## src/rtl/adc_ctl_pkg.sv

```systemverilog
package adc_ctl_pkg;
    localparam int ADDR_W    = 3;
    localparam int DATA_W    = 8;
    localparam int START_BIT = 7;

    localparam logic [ADDR_W-1:0] A_CLK  = 3'd0;
    localparam logic [ADDR_W-1:0] A_CONV = 3'd1;
    localparam logic [ADDR_W-1:0] A_RHI  = 3'd2;
    localparam logic [ADDR_W-1:0] A_RLO  = 3'd3;
    localparam logic [ADDR_W-1:0] A_PRI  = 3'd4;
    localparam logic [ADDR_W-1:0] A_IEN  = 3'd5;
    localparam logic [ADDR_W-1:0] A_FLG  = 3'd6;
endpackage

```

## src/rtl/adc_regs.sv

```systemverilog
module adc_regs
    import adc_ctl_pkg::*;
#(
    parameter int RES_W  = 10,
    parameter int CHAN_W = 2,
    parameter int PRI_W  = 2
) (
    input  logic              clk,
    input  logic              rst_n,
    input  logic [ADDR_W-1:0] bus_addr,
    input  logic              bus_wr,
    input  logic [DATA_W-1:0] bus_wdata,
    input  logic [RES_W-1:0]  result,
    input  logic              flag,
    output logic [DATA_W-1:0] bus_rdata,
    output logic              clk_en,
    output logic [CHAN_W-1:0] chan,
    output logic [PRI_W-1:0]  pri,
    output logic              ien,
    output logic              start_req,
    output logic              flag_clr
);
    localparam int LO_W = RES_W - DATA_W;

    typedef struct packed {
        logic              clk_en;
        logic [CHAN_W-1:0] chan;
        logic [PRI_W-1:0]  pri;
        logic              ien;
    } regs_t;

    regs_t r_d, r_q;
    logic  start_d, clr_d;
    logic [DATA_W-1:0] rd_d;

    always_comb begin
        r_d     = r_q;
        start_d = 1'b0;
        clr_d   = 1'b0;
        if (bus_wr) begin
            unique case (bus_addr)
                A_CLK:  r_d.clk_en = bus_wdata[0];
                A_CONV: begin
                    r_d.chan = bus_wdata[CHAN_W-1:0];
                    start_d  = bus_wdata[START_BIT];
                end
                A_PRI:  r_d.pri = bus_wdata[PRI_W-1:0];
                A_IEN:  r_d.ien = bus_wdata[0];
                A_FLG:  clr_d   = bus_wdata[0];
                default: ;
            endcase
        end
    end

    always_ff @(posedge clk) begin
        if (!rst_n) r_q <= '0;
        else        r_q <= r_d;
    end

    always_comb begin
        rd_d = '0;
        unique case (bus_addr)
            A_CONV: rd_d[CHAN_W-1:0] = r_q.chan;
            A_RHI:  rd_d = result[RES_W-1 -: DATA_W];
            A_RLO:  rd_d[LO_W-1:0] = result[LO_W-1:0];
            A_PRI:  rd_d[PRI_W-1:0] = r_q.pri;
            A_IEN:  rd_d[0] = r_q.ien;
            A_FLG:  rd_d[0] = flag;
            default: ;
        endcase
    end

    assign bus_rdata = rd_d;
    assign clk_en    = r_q.clk_en;
    assign chan      = r_q.chan;
    assign pri       = r_q.pri;
    assign ien       = r_q.ien;
    assign start_req = start_d;
    assign flag_clr  = clr_d;


    clk_gate_wr_chk: assert property (@(posedge clk) disable iff (!rst_n)
        (bus_wr && bus_addr == A_CLK) |=> (clk_en == $past(bus_wdata[0])));
endmodule

```

## src/rtl/adc_seq.sv

```systemverilog
module adc_seq #(
    parameter int CHAN_W = 2
) (
    input  logic              clk,
    input  logic              rst_n,
    input  logic              start_req,
    input  logic              clk_en,
    input  logic [CHAN_W-1:0] chan,
    input  logic              conv_done,
    output logic              conv_start,
    output logic [CHAN_W-1:0] conv_chan,
    output logic              done_acc
);
    typedef struct packed {
        logic              pending;
        logic              busy;
        logic              start;
        logic [CHAN_W-1:0] cur_chan;
    } seq_t;

    seq_t s_d, s_q;
    logic acc;

    always_comb begin
        s_d       = s_q;
        s_d.start = 1'b0;
        acc       = s_q.busy && conv_done;
        if (acc) s_d.busy = 1'b0;
        if (start_req && !s_q.busy) s_d.pending = 1'b1;
        if (s_q.pending && clk_en && !s_q.busy) begin
            s_d.pending  = 1'b0;
            s_d.busy     = 1'b1;
            s_d.start    = 1'b1;
            s_d.cur_chan = chan;
        end
    end

    always_ff @(posedge clk) begin
        if (!rst_n) s_q <= '0;
        else        s_q <= s_d;
    end

    assign conv_start = s_q.start;
    assign conv_chan  = s_q.cur_chan;
    assign done_acc   = acc;


    start_single_chk: assert property (@(posedge clk) disable iff (!rst_n)
        conv_start |=> !conv_start);

    start_gated_chk: assert property (@(posedge clk) disable iff (!rst_n)
        conv_start |-> clk_en);

    chan_hold_chk: assert property (@(posedge clk) disable iff (!rst_n)
        (s_q.busy && !conv_start && $past(s_q.busy)) |-> $stable(conv_chan));

    busy_drop_chk: assert property (@(posedge clk) disable iff (!rst_n)
        (s_q.busy && !s_q.pending && start_req) |=> !s_q.pending);
endmodule

```

## src/rtl/adc_res_irq.sv

```systemverilog
module adc_res_irq #(
    parameter int RES_W = 10,
    parameter int PRI_W = 2
) (
    input  logic             clk,
    input  logic             rst_n,
    input  logic             done_acc,
    input  logic [RES_W-1:0] conv_data,
    input  logic             flag_clr,
    input  logic             ien,
    input  logic [PRI_W-1:0] pri,
    input  logic [PRI_W-1:0] cpu_level,
    output logic [RES_W-1:0] result,
    output logic             flag,
    output logic             irq_req
);
    typedef struct packed {
        logic [RES_W-1:0] result;
        logic             flag;
    } res_t;

    res_t q_d, q_q;

    always_comb begin
        q_d = q_q;
        if (done_acc) begin
            q_d.result = conv_data;
            q_d.flag   = 1'b1;
        end else if (flag_clr) begin
            q_d.flag = 1'b0;
        end
    end

    always_ff @(posedge clk) begin
        if (!rst_n) q_q <= '0;
        else        q_q <= q_d;
    end

    assign result  = q_q.result;
    assign flag    = q_q.flag;
    assign irq_req = q_q.flag && ien && (pri > cpu_level);


    capture_chk: assert property (@(posedge clk) disable iff (!rst_n)
        done_acc |=> (result == $past(conv_data)));

    done_wins_chk: assert property (@(posedge clk) disable iff (!rst_n)
        done_acc |=> flag);

    clear_chk: assert property (@(posedge clk) disable iff (!rst_n)
        (flag_clr && !done_acc) |=> !flag);

    irq_needs_flag_chk: assert property (@(posedge clk) disable iff (!rst_n)
        irq_req |-> (flag && ien));
endmodule

```

## src/rtl/adc_ctl_top.sv

```systemverilog
module adc_ctl_top
    import adc_ctl_pkg::*;
#(
    parameter int RES_W  = 10,
    parameter int CHAN_W = 2,
    parameter int PRI_W  = 2
) (
    input  logic              clk,
    input  logic              rst_n,
    input  logic [ADDR_W-1:0] bus_addr,
    input  logic              bus_wr,
    input  logic [DATA_W-1:0] bus_wdata,
    output logic [DATA_W-1:0] bus_rdata,
    input  logic [PRI_W-1:0]  cpu_level,
    output logic              conv_clk_en,
    output logic              conv_start,
    output logic [CHAN_W-1:0] conv_chan,
    input  logic              conv_done,
    input  logic [RES_W-1:0]  conv_data,
    output logic              irq_req
);
    logic [RES_W-1:0]  result;
    logic              flag, ien, start_req, flag_clr, done_acc;
    logic [CHAN_W-1:0] chan;
    logic [PRI_W-1:0]  pri;

    adc_regs #(.RES_W(RES_W), .CHAN_W(CHAN_W), .PRI_W(PRI_W)) u_regs (
        .clk(clk), .rst_n(rst_n), .bus_addr(bus_addr), .bus_wr(bus_wr),
        .bus_wdata(bus_wdata), .result(result), .flag(flag),
        .bus_rdata(bus_rdata), .clk_en(conv_clk_en), .chan(chan), .pri(pri),
        .ien(ien), .start_req(start_req), .flag_clr(flag_clr)
    );

    adc_seq #(.CHAN_W(CHAN_W)) u_seq (
        .clk(clk), .rst_n(rst_n), .start_req(start_req), .clk_en(conv_clk_en),
        .chan(chan), .conv_done(conv_done), .conv_start(conv_start),
        .conv_chan(conv_chan), .done_acc(done_acc)
    );

    adc_res_irq #(.RES_W(RES_W), .PRI_W(PRI_W)) u_res (
        .clk(clk), .rst_n(rst_n), .done_acc(done_acc), .conv_data(conv_data),
        .flag_clr(flag_clr), .ien(ien), .pri(pri), .cpu_level(cpu_level),
        .result(result), .flag(flag), .irq_req(irq_req)
    );
endmodule

```

## config.mk

```make
export PLATFORM = sky130hd
export DESIGN_NAME = adc_ctl_top
export DESIGN_NICKNAME = d
export VERILOG_FILES = /design/src/rtl/adc_ctl_pkg.sv /design/src/rtl/adc_regs.sv /design/src/rtl/adc_seq.sv /design/src/rtl/adc_res_irq.sv /design/src/rtl/adc_ctl_top.sv
export SDC_FILE = /design/constraint.sdc
export NUM_CORES = 1
export LEC_CHECK = 0
export BUFFER_PORTS_ARGS = -buffer_cell sky130_fd_sc_hd__buf_4
export CAP_MARGIN = 20
export CORE_MARGIN = 2
export CORE_UTILIZATION = 51
export CTS_CLUSTER_DIAMETER = 80
export CTS_CLUSTER_SIZE = 10
export DETAILED_ROUTE_END_ITERATION = 6
export MAX_ROUTING_LAYER = met4
export PLACE_DENSITY = 0.82
export SETUP_SLACK_MARGIN = 0.3
export SLEW_MARGIN = 20
export SYNTH_ARGS = -nofsm -noshare
export SYNTH_HDL_FRONTEND = slang
export SYNTH_SLANG_ARGS = --single-unit
```

## constraint.sdc

```tcl
create_clock -name clk -period 2.9 [get_ports clk]
set_input_delay 0.435 -clock clk [delete_from_list [all_inputs] [get_ports clk]]
set_output_delay 0.435 -clock clk [all_outputs]
set_load 0.01 [all_outputs]
```

==> qor.txt, run 1 <==
fin util -> 0.673
slew margin rel. -> 0.566
YS warnings -> 0
Final ANT Viol Nets -> 0
post-DP HPWL -> 1620 um
Hold Crit Depth -> 3
worst path cell trace -> buf_4, mux2_2, a221oi_1, a31oi_1, buf_4
pwr dens -> 370 mW/mm2
IO Port Bufs -> 34
synthesized area -> 0.00107 mm2
initial antenna violation count -> 0
core area -> 0.00196 mm2
CP Capture Type -> primary output
global-route wire length before repair -> 3480 um
clock root buffer -> clkbuf_4
Crit-path slowest cell -> mux2_2
post-CTS setup buffers -> 0
via count -> 902
die footprint -> 0.00248 mm2
Clock Skew -> 2.24 ps
total power -> 0.000489 W
vias in the first global route -> 838
Seq/Total Area, Yosys -> 0.412
post-synthesis sequential element count -> 22
worst reg2reg path depth -> 3
DR WL met2 -> 1080 um
CP arrival -> 1450 ps
Critical Path Start Type -> input pin
Critical Path RT -> 2470 ps
die height -> 49.8 um
largest net degree at the start of global routing -> 23
RD Place Congestion -> 0.773
Reg clk slew, reported paths -> 100 ps
Hold EP -> u_res.result[0]
most frequent cells in the layout -> 34 x buf_4, 23 x nand2_1, 22 x dfxtp_1
count of cell types in the netlist -> 26
clock buffer count from CTS -> 3
reg-to-reg endpoint -> u_res.result[5]
clk_lat worst skew -> 290 ps
GRT Residual Overflow -> 0
Worst R2R Setup Slack -> 1830 ps
status -> completed
commonest non-fill, non-tap cell in the layout -> buf_4
Starting Density -> 0.545
HP Start -> conv_data[0]
Post-Route M1 WL -> 923 um
CTS tree -> yes
cell mode on critical path -> buf_4
fraction of layout instances using a drive strength above 1 -> 0.275
# setup viols final -> 0
clock sinks -> 22
Hold-fix buffers, CTS -> 0
Starting DRT DRC Count -> 16
clock tree buffer depth -> 2
Crit Path Category -> input pin to primary output
post_cts resized -> 0
routed length per placed instance -> 11.6 um
worst-path fanout max -> 12
Slew Limit Fails -> 0
Worst R2R Start -> u_seq.s_q[3]
Total GRT Usage -> 0.187
Synth Net Count -> 154
top routing layer used -> met4
Slew @ Worst Pin -> 650 ps
Fmax achieved -> 531 MHz
Static Leak -> 0.554 nW
final net count -> 184
Inserted Diodes -> 0
RSZ-0062 raised after global routing -> no
met3 WL -> 78 um
I/O pin count -> 40
die span in x -> 49.8 um
Max-cap violations -> 0
post-synthesis cell count -> 125
cell family with most CP delay -> compound AO/OA/AOI/OAI gates
peak supply drop -> 0.252 mV
H-tree depth -> 1
detailed-router iteration count before antenna repair -> 4
crit path time final -> 1880 ps
Avg Cell Area, Syn -> 8.56 um2
worst min path class -> input pin to register
Period Utilization, post-route -> 0.649
Max stage delay on crit path -> 350 ps
Area growth, synth to finish -> 23.4%
final hold viol count -> 0
final wirelength -> 2090 um
Vias/cell -> 5.01
DRC -> 0
crit path buf inv count -> 2
# rows -> 16
Fin Setup TNS -> 0 ps
## cell usage after synthesis (all sizes together)
| cell type | instances | area (um2) |
|---|---|---|
| nand2 | 23 | 86.3 |
| nor2 | 12 | 45.0 |
| nand2b | 2 | 12.5 |
| mux2i | 10 | 100 |
| o21ai | 3 | 15.0 |
| nand3b | 3 | 22.5 |
| and4bb | 2 | 28.8 |
| inv | 5 | 18.8 |
| and2 | 7 | 43.8 |
| clkbuf | 3 | 11.3 |
| a221oi | 1 | 8.76 |
| nor2b | 1 | 6.26 |
| mux2 | 2 | 22.5 |
| dfxtp | 22 | 440 |
| a31oi | 1 | 6.26 |
| or2 | 1 | 6.26 |
| nand3 | 2 | 10.0 |
| nor4b | 1 | 23.8 |
| a21oi | 14 | 70.1 |
| buf | 6 | 50.0 |
| nand4b | 1 | 8.76 |
| ha | 2 | 25.0 |
| a211oi | 1 | 7.51 |
## per-stage QoR
stage	hold WS (ps)	setup WS [ps]	instance area [um2]	instances
after floorplan	432	1340	1070	125
after global placement	439	1020	1300	177
after detailed placement	442	1020	1300	177
after CTS	380	1020	1320	180
after global routing	370	912	1320	180
final	383	1020	1320	180
## registers in the layout, indices dropped and copies added, names as in the netlist
register          flops
u_res.flag            1
u_regs.pri            2
u_seq.conv_chan       2
u_res.result         10
u_regs.chan           2
u_regs.clk_en         1
u_seq.s_q             2
u_seq.conv_start      1
u_regs.ien            1
## tightest hold or removal path: stages
cell and delay, ps:
buf_4 110, nand2_1 50, a21oi_1 50
## per-layer routing
| metal | global-route usage | up-vias |
|---|---|---|
| met2 | 0.338 | 12 |
| met5 | - | - |
| li1 | - | 472 |
| met4 | 0.0556 | 0 |
| met3 | 0.0364 | 2 |
| met1 | 0.206 | 416 |
## report_power, final
group,switching [W],internal [W],total (W)
logic,0.0000243,0.0000301,0.0000545
clock network,0.0000799,0.0000483,0.000128
registers,0.00000186,0.000304,0.000306
## area by class of cell
cell class | count | area (um2)
fill | 193 | 642
multi-input combinational | 89 | 549
sequential | 22 | 440
timing repair buffer | 34 | 255
tap | 27 | 33.8
clock buffer | 3 | 22.5
inverter | 5 | 18.8
## kinds of logic (layout without fill, tap and decap cells)
kind of cell	Yosys count	after routing	share of synthesized area
flops	22	22	0.412
simple gates	55	55	0.275
buf+inv	14	42	0.0748
fa+ha+maj	2	2	0.0234
compound gates	20	20	0.101
mux	12	12	0.115
## how the worst max path moves through the flow
stage / endpoint / from / depth (start not counted) / slack [ps]
final: bus_rdata[0] / bus_addr[0] / 5 / 1020
after global routing: bus_rdata[0] / bus_addr[0] / 5 / 910
after CTS: bus_rdata[0] / bus_addr[0] / 5 / 1020
after detailed placement: bus_rdata[0] / bus_addr[0] / 5 / 1020
after global placement: bus_rdata[0] / bus_addr[0] / 5 / 1020
after floorplan: irq_req / cpu_level[1] / 3 / 1340
Power figures use the tool's default switching activity.
==> run 2, diff against run 1 <==
CORE_UTILIZATION = 43   (was 51)
PLACE_DENSITY = 0.74   (was 0.82)
clock period = 1.7 ns   (was 2.9 ns; I/O delays follow)
==> qor.txt, run 2 (synthesis results as in run 1) <==
# rows -> 18 (+2)
Area growth, synth to finish -> 33.9%
RD Place Congestion -> 0.762 (-1.5%)
fraction of layout instances using a drive strength above 1 -> 0.359 (+0.0845)
final net count -> 186 (+1.1%)
worst path cell trace -> mux2_4, a221oi_4, a31oi_1, buf_4
DRC -> 0 (unchanged)
Max stage delay on crit path -> 340 ps (about the same)
IO Port Bufs -> 34 (unchanged)
crit path time final -> 1670 ps
GRT Residual Overflow -> 0 (unchanged)
pwr dens -> 636 mW/mm2 (+72%)
# setup viols final -> 0 (unchanged)
Finished Cell Area -> 0.00143 mm2 (+8.5%)
max FFs per register -> 10 (unchanged)
Filler Cells Inserted -> 221 (+15%)
Starting Density -> 0.444 (-0.101)
CP Capture Type -> primary output
I/O pin count -> 40 (unchanged)
Critical Path RT -> 1440 ps (-1030 ps)
Period Utilization, post-route -> 0.985
initial antenna violation count -> 0 (unchanged)
Max-cap violations -> 0 (unchanged)
clock buffer count from CTS -> 3 (unchanged)
H-tree depth -> 1 (unchanged)
Slew @ Worst Pin -> 354 ps (-296 ps)
status -> completed
cell family with most CP delay -> compound AO/OA/AOI/OAI gates
commonest non-fill, non-tap cell in the layout -> buf_4
CTS tree -> yes
Clock Skew -> 3.28 ps (+1.04 ps)
RSZ-0062 raised after global routing -> yes
die span in x -> 53.9 um (+8.2%)
worst min path class -> input pin to register
crit path buf inv count -> 1 (-1)
detailed-router iteration count before antenna repair -> 4 (unchanged)
Critical Path Start Type -> register
routed length per placed instance -> 11.9 um (+2.7%)
clock root buffer -> clkbuf_4
Vias/cell -> 5.03 (+0.31%)
final hold viol count -> 0 (unchanged)
largest net degree at the start of global routing -> 23 (unchanged)
Crit-path slowest cell -> dfxtp_2
post-DP HPWL -> 1600 um (-1.3%)
Placed Cells -> 181 (+2.3%)
Crit Path Category -> register to primary output
worst-path fanout max -> 2 (-10)
final wirelength -> 2220 um (+6.1%)
Starting DRT DRC Count -> 6 (-10)
global-route wire length before repair -> 3640 um (+4.8%)
most frequent cells in the layout -> 35 x buf_4, 23 x nand2_1, 18 x dfxtp_1
die footprint -> 0.00290 mm2 (+17%)
via count -> 935 (+3.7%)
clk_lat worst skew -> 300 ps (about the same)
Hold-fix buffers, CTS -> 0 (unchanged)
core area -> 0.00241 mm2 (+23%)
clock tree buffer depth -> 2 (unchanged)
vias in the first global route -> 916 (+9.3%)
Slew Limit Fails -> 0 (unchanged)
CP arrival -> 1420 ps (-30 ps)
Layout Cells excl Fill -> 186 (+3.3%)
Fmax achieved -> 597 MHz
Static Leak -> 0.584 nW (+5.5%)
clock sinks -> 22 (unchanged)
placed inst area -> 0.00131 mm2 (+0.87%)
peak supply drop -> 0.649 mV (+160%)
Inserted Diodes -> 0 (unchanged)
Reg clk slew, reported paths -> 110 ps (about the same)
slew margin rel. -> 0.763 (+0.198)
Final ANT Viol Nets -> 0 (unchanged)
die height -> 53.9 um (+8.2%)
Total GRT Usage -> 0.180 (-0.00699)
-- run 2: cell count changes in the layout (fill, tap and decap cells not counted), moves of 2 or more --
| cell | change |
|---|---|
| ha_4 | +2 |
| dfxtp_2 | +3 |
| mux2_2 | -2 |
| ha_1 | -2 |
| mux2_4 | +2 |
| dfxtp_1 | -4 |
-- run 2: routing by layer --
layer	GRT usage	share of wire
met4	0.103	0.027
met1	0.201	0.43
met5	-	0
met3	0.0306	0.048
met2	0.301	0.49
-- run 2: metrics by stage --
stage	total power [W]	hold WS (ps)	setup TNS, ps	setup slack (ps)	utilization
2_1_floorplan	0.000582	391	0	487	-
6_report	0.000911	187	0	26.2	0.594
4_1_cts	0.000918	179	0	40.1	0.586
3_3_place_gp	0.000626	438	0	141	0.543
5_1_grt	0.000959	177	-34.4	-34.4	0.594
3_5_place_dp	0.000629	447	0	69.2	0.543
-- run 2: cell type report --
cell class | instances | area, um2 | share of cell area
inverters | 5 | 18.8 | 0.0131
repair buffers | 36 | 274 | 0.191
flip-flops and latches | 22 | 448 | 0.313
well taps | 30 | 37.5 | 0.0262
clock buffers | 4 | 36.3 | 0.0253
multi-input cells | 89 | 618 | 0.431
-- run 2: tightest hold or removal path, delay by kind of cell --
family / cells / cell delay [ps]
buffers and inverters: 1 / 110
AO/OA/AOI/OAI: 1 / 50
AND/OR/NAND/NOR: 1 / 50
-- run 2: path summary, 6_finish.rpt --
path | start | endpoint | depth (start not counted) | slack, ps
setup / recovery | u_res.result[2] | bus_rdata[0] | 4 | 30
hold / removal | conv_data[2] | u_res.result[2] | 3 | 190
setup reg to reg | u_seq.s_q[3] | u_res.result[0] | 3 | 640
hold reg to reg | u_res.result[6] | u_res.result[6] | 2 | 460
-- run 2: repair_timing --
action | CTS | global route
endpoints found under the setup margin | 9 | 7
resized for setup | 14 | 4
pin swaps | 3 | 0
setup buffers | 1 | 0
-- run 2: where the power goes --
| group | switching, W | internal (W) |
|---|---|---|
| Combinational | 0.0000508 | 0.0000616 |
| Sequential | 0.00000357 | 0.000518 |
| Clock | 0.000146 | 0.000131 |
==> run 3, diff against run 2 <==
CORE_UTILIZATION = 51   (was 43)
PLACE_DENSITY = 0.82   (was 0.74)
clock period = 2 ns   (was 1.7 ns; I/O delays follow)
==> qor.txt, run 3 (synthesis results as in run 1) <==
final hold viol count -> 0 (unchanged)
Slew Limit Fails -> 0 (unchanged)
Final ANT Viol Nets -> 0 (unchanged)
CTS tree -> yes
Comb pwr share -> 0.109 (-0.014)
Reg clk slew, reported paths -> 110 ps (about the same)
DRC -> 0 (unchanged)
fin util -> 0.693 (+0.0987)
final wirelength -> 2140 um (-3.7%)
worst reg2reg path depth -> 3 (unchanged)
CP Capture Type -> primary output
crit path time final -> 1660 ps
I/O pin count -> 40 (unchanged)
Starting DRT DRC Count -> 6 (unchanged)
Worst R2R Start -> u_seq.s_q[3]
worst min path class -> input pin to register
die footprint -> 0.00248 mm2 (-15%)
GRT Residual Overflow -> 0 (unchanged)
RD Place Congestion -> 0.794 (+4.3%)
pre-CTS WS -> 384 ps (+314 ps)
worst path cell trace -> mux2_2, a221oi_2, a31oi_1, buf_4
clock sinks -> 22 (unchanged)
CP arrival -> 1360 ps (-60 ps)
post-DP HPWL -> 1560 um (-2.9%)
Critical Path RT -> 1700 ps (+260 ps)
pwr dens -> 558 mW/mm2 (-12%)
clk_lat worst skew -> 290 ps (about the same)
Critical Path Start Type -> register
RSZ-0062 raised after global routing -> yes
clock network power share -> 0.306 (+0.002)
core area -> 0.00196 mm2 (-19%)
# setup viols final -> 0 (unchanged)
H-tree depth -> 1 (unchanged)
commonest non-fill, non-tap cell in the layout -> buf_4
Max stage delay on crit path -> 350 ps (about the same)
Slew @ Worst Pin -> 659 ps (+306 ps)
routed length per placed instance -> 11.8 um (-0.99%)
peak supply drop -> 0.506 mV (-22%)
clock root buffer -> clkbuf_4
Cell Int Power -> 0.000597 W (-16%)
initial antenna violation count -> 0 (unchanged)
Period Utilization, post-route -> 0.828
most frequent cells in the layout -> 34 x buf_4, 23 x nand2_1, 20 x dfxtp_1
post-CTS setup buffers -> 0 (-1)
Total GRT Usage -> 0.180 (+0.000407)
global-route wire length before repair -> 3400 um (-6.6%)
vias in the first global route -> 842 (-8.1%)
Worst Setup SP -> u_res.result[2]
Switch Pwr -> 0.000161 W (-20%)
HP Start -> conv_data[2]
status -> completed
clock tree buffer depth -> 2 (unchanged)
via count -> 924 (-1.2%)
die height -> 49.8 um (-7.6%)
clock buffer count from CTS -> 3 (unchanged)
die span in x -> 49.8 um (-7.6%)
Area growth, synth to finish -> 27.1%
detailed-router iteration count before antenna repair -> 4 (unchanged)
Max-cap violations -> 0 (unchanged)
fraction of layout instances using a drive strength above 1 -> 0.312 (-0.0473)
switch share -> 0.213 (-0.00761)
final net count -> 184 (-1.1%)
Clock Skew -> 1.78 ps (-1.50 ps)
final worst slack -> 344 ps (+318 ps)
Fmax achieved -> 604 MHz
largest net degree at the start of global routing -> 23 (unchanged)
hold slack -> 240 ps (+53.2 ps)
Crit Path Category -> register to primary output
Starting Density -> 0.545 (+0.101)
Crit-path slowest cell -> dfxtp_2
Inserted Diodes -> 0 (unchanged)
Static Leak -> 0.565 nW (-3.3%)
slew margin rel. -> 0.560 (-0.204)
Hold Crit Depth -> 3 (unchanged)
Hold-fix buffers, CTS -> 0 (unchanged)
worst-path fanout max -> 2 (unchanged)
Fin Setup TNS -> 0 ps (unchanged)
Vias/cell -> 5.10 (+1.6%)
Seq pwr share -> 0.585 (+0.013)
max FFs per register -> 10 (unchanged)
total power -> 0.000759 W (-17%)
# rows -> 16 (-2)
IO Port Bufs -> 34 (unchanged)
==> run 3: what timing repair did <==
item,CTS,global route
setup endpoints to repair,1,2
gates resized for setup,1,4
pin swaps,0,1
gates cloned,0,0
==> run 3: final timing paths <==
check,end,slack [ps]
worst min-delay path,u_res.result[2],240
worst max-delay path,bus_rdata[0],340
worst max register to register,u_res.result[3],930
worst min register to register,u_res.result[5],460
==> run 3: power by group through the flow <==
stage | registers, W | clock network [W] | logic (W)
after floorplan | 0.000453 | 0 | 0.0000414
final | 0.000444 | 0.000232 | 0.0000831
after detailed placement | 0.000454 | 0 | 0.0000790
after CTS | 0.000444 | 0.000239 | 0.0000801
after global routing | 0.000445 | 0.000256 | 0.0000900
after global placement | 0.000454 | 0 | 0.0000767
==> run 3: area by class of cell <==
class / count / area, um2
clock buffers: 4 / 36.3
fillers: 173 / 602
flip-flops and latches: 22 / 443
repair buffers: 34 / 255
inverters: 5 / 18.8
multi-input cells: 89 / 573
well taps: 27 / 33.8
==> run 3: metrics by stage <==
stage               cell area [um2]  cells
floorplan                      1070    125
global placement               1300    177
detailed placement             1300    177
CTS                            1340    181
global route                   1360    181
finish                         1360    181
==> run 3: worst max-delay path: cells and delay by family (launching register included) <==
family / cells / cell delay (ps)
buffers and inverters: 1 / 150
multiplexers: 1 / 270
AO/OA/AOI/OAI: 2 / 300
flip-flops: 1 / 350
==> run 3: layer usage <==
layer | GRT usage | vias to the layer above | share of wire
li1 | - | 472 | -
met1 | 0.202 | 436 | 0.45
met4 | 0.0417 | 0 | 0.011
met5 | - | - | 0
met2 | 0.327 | 14 | 0.51
met3 | 0.0364 | 2 | 0.030
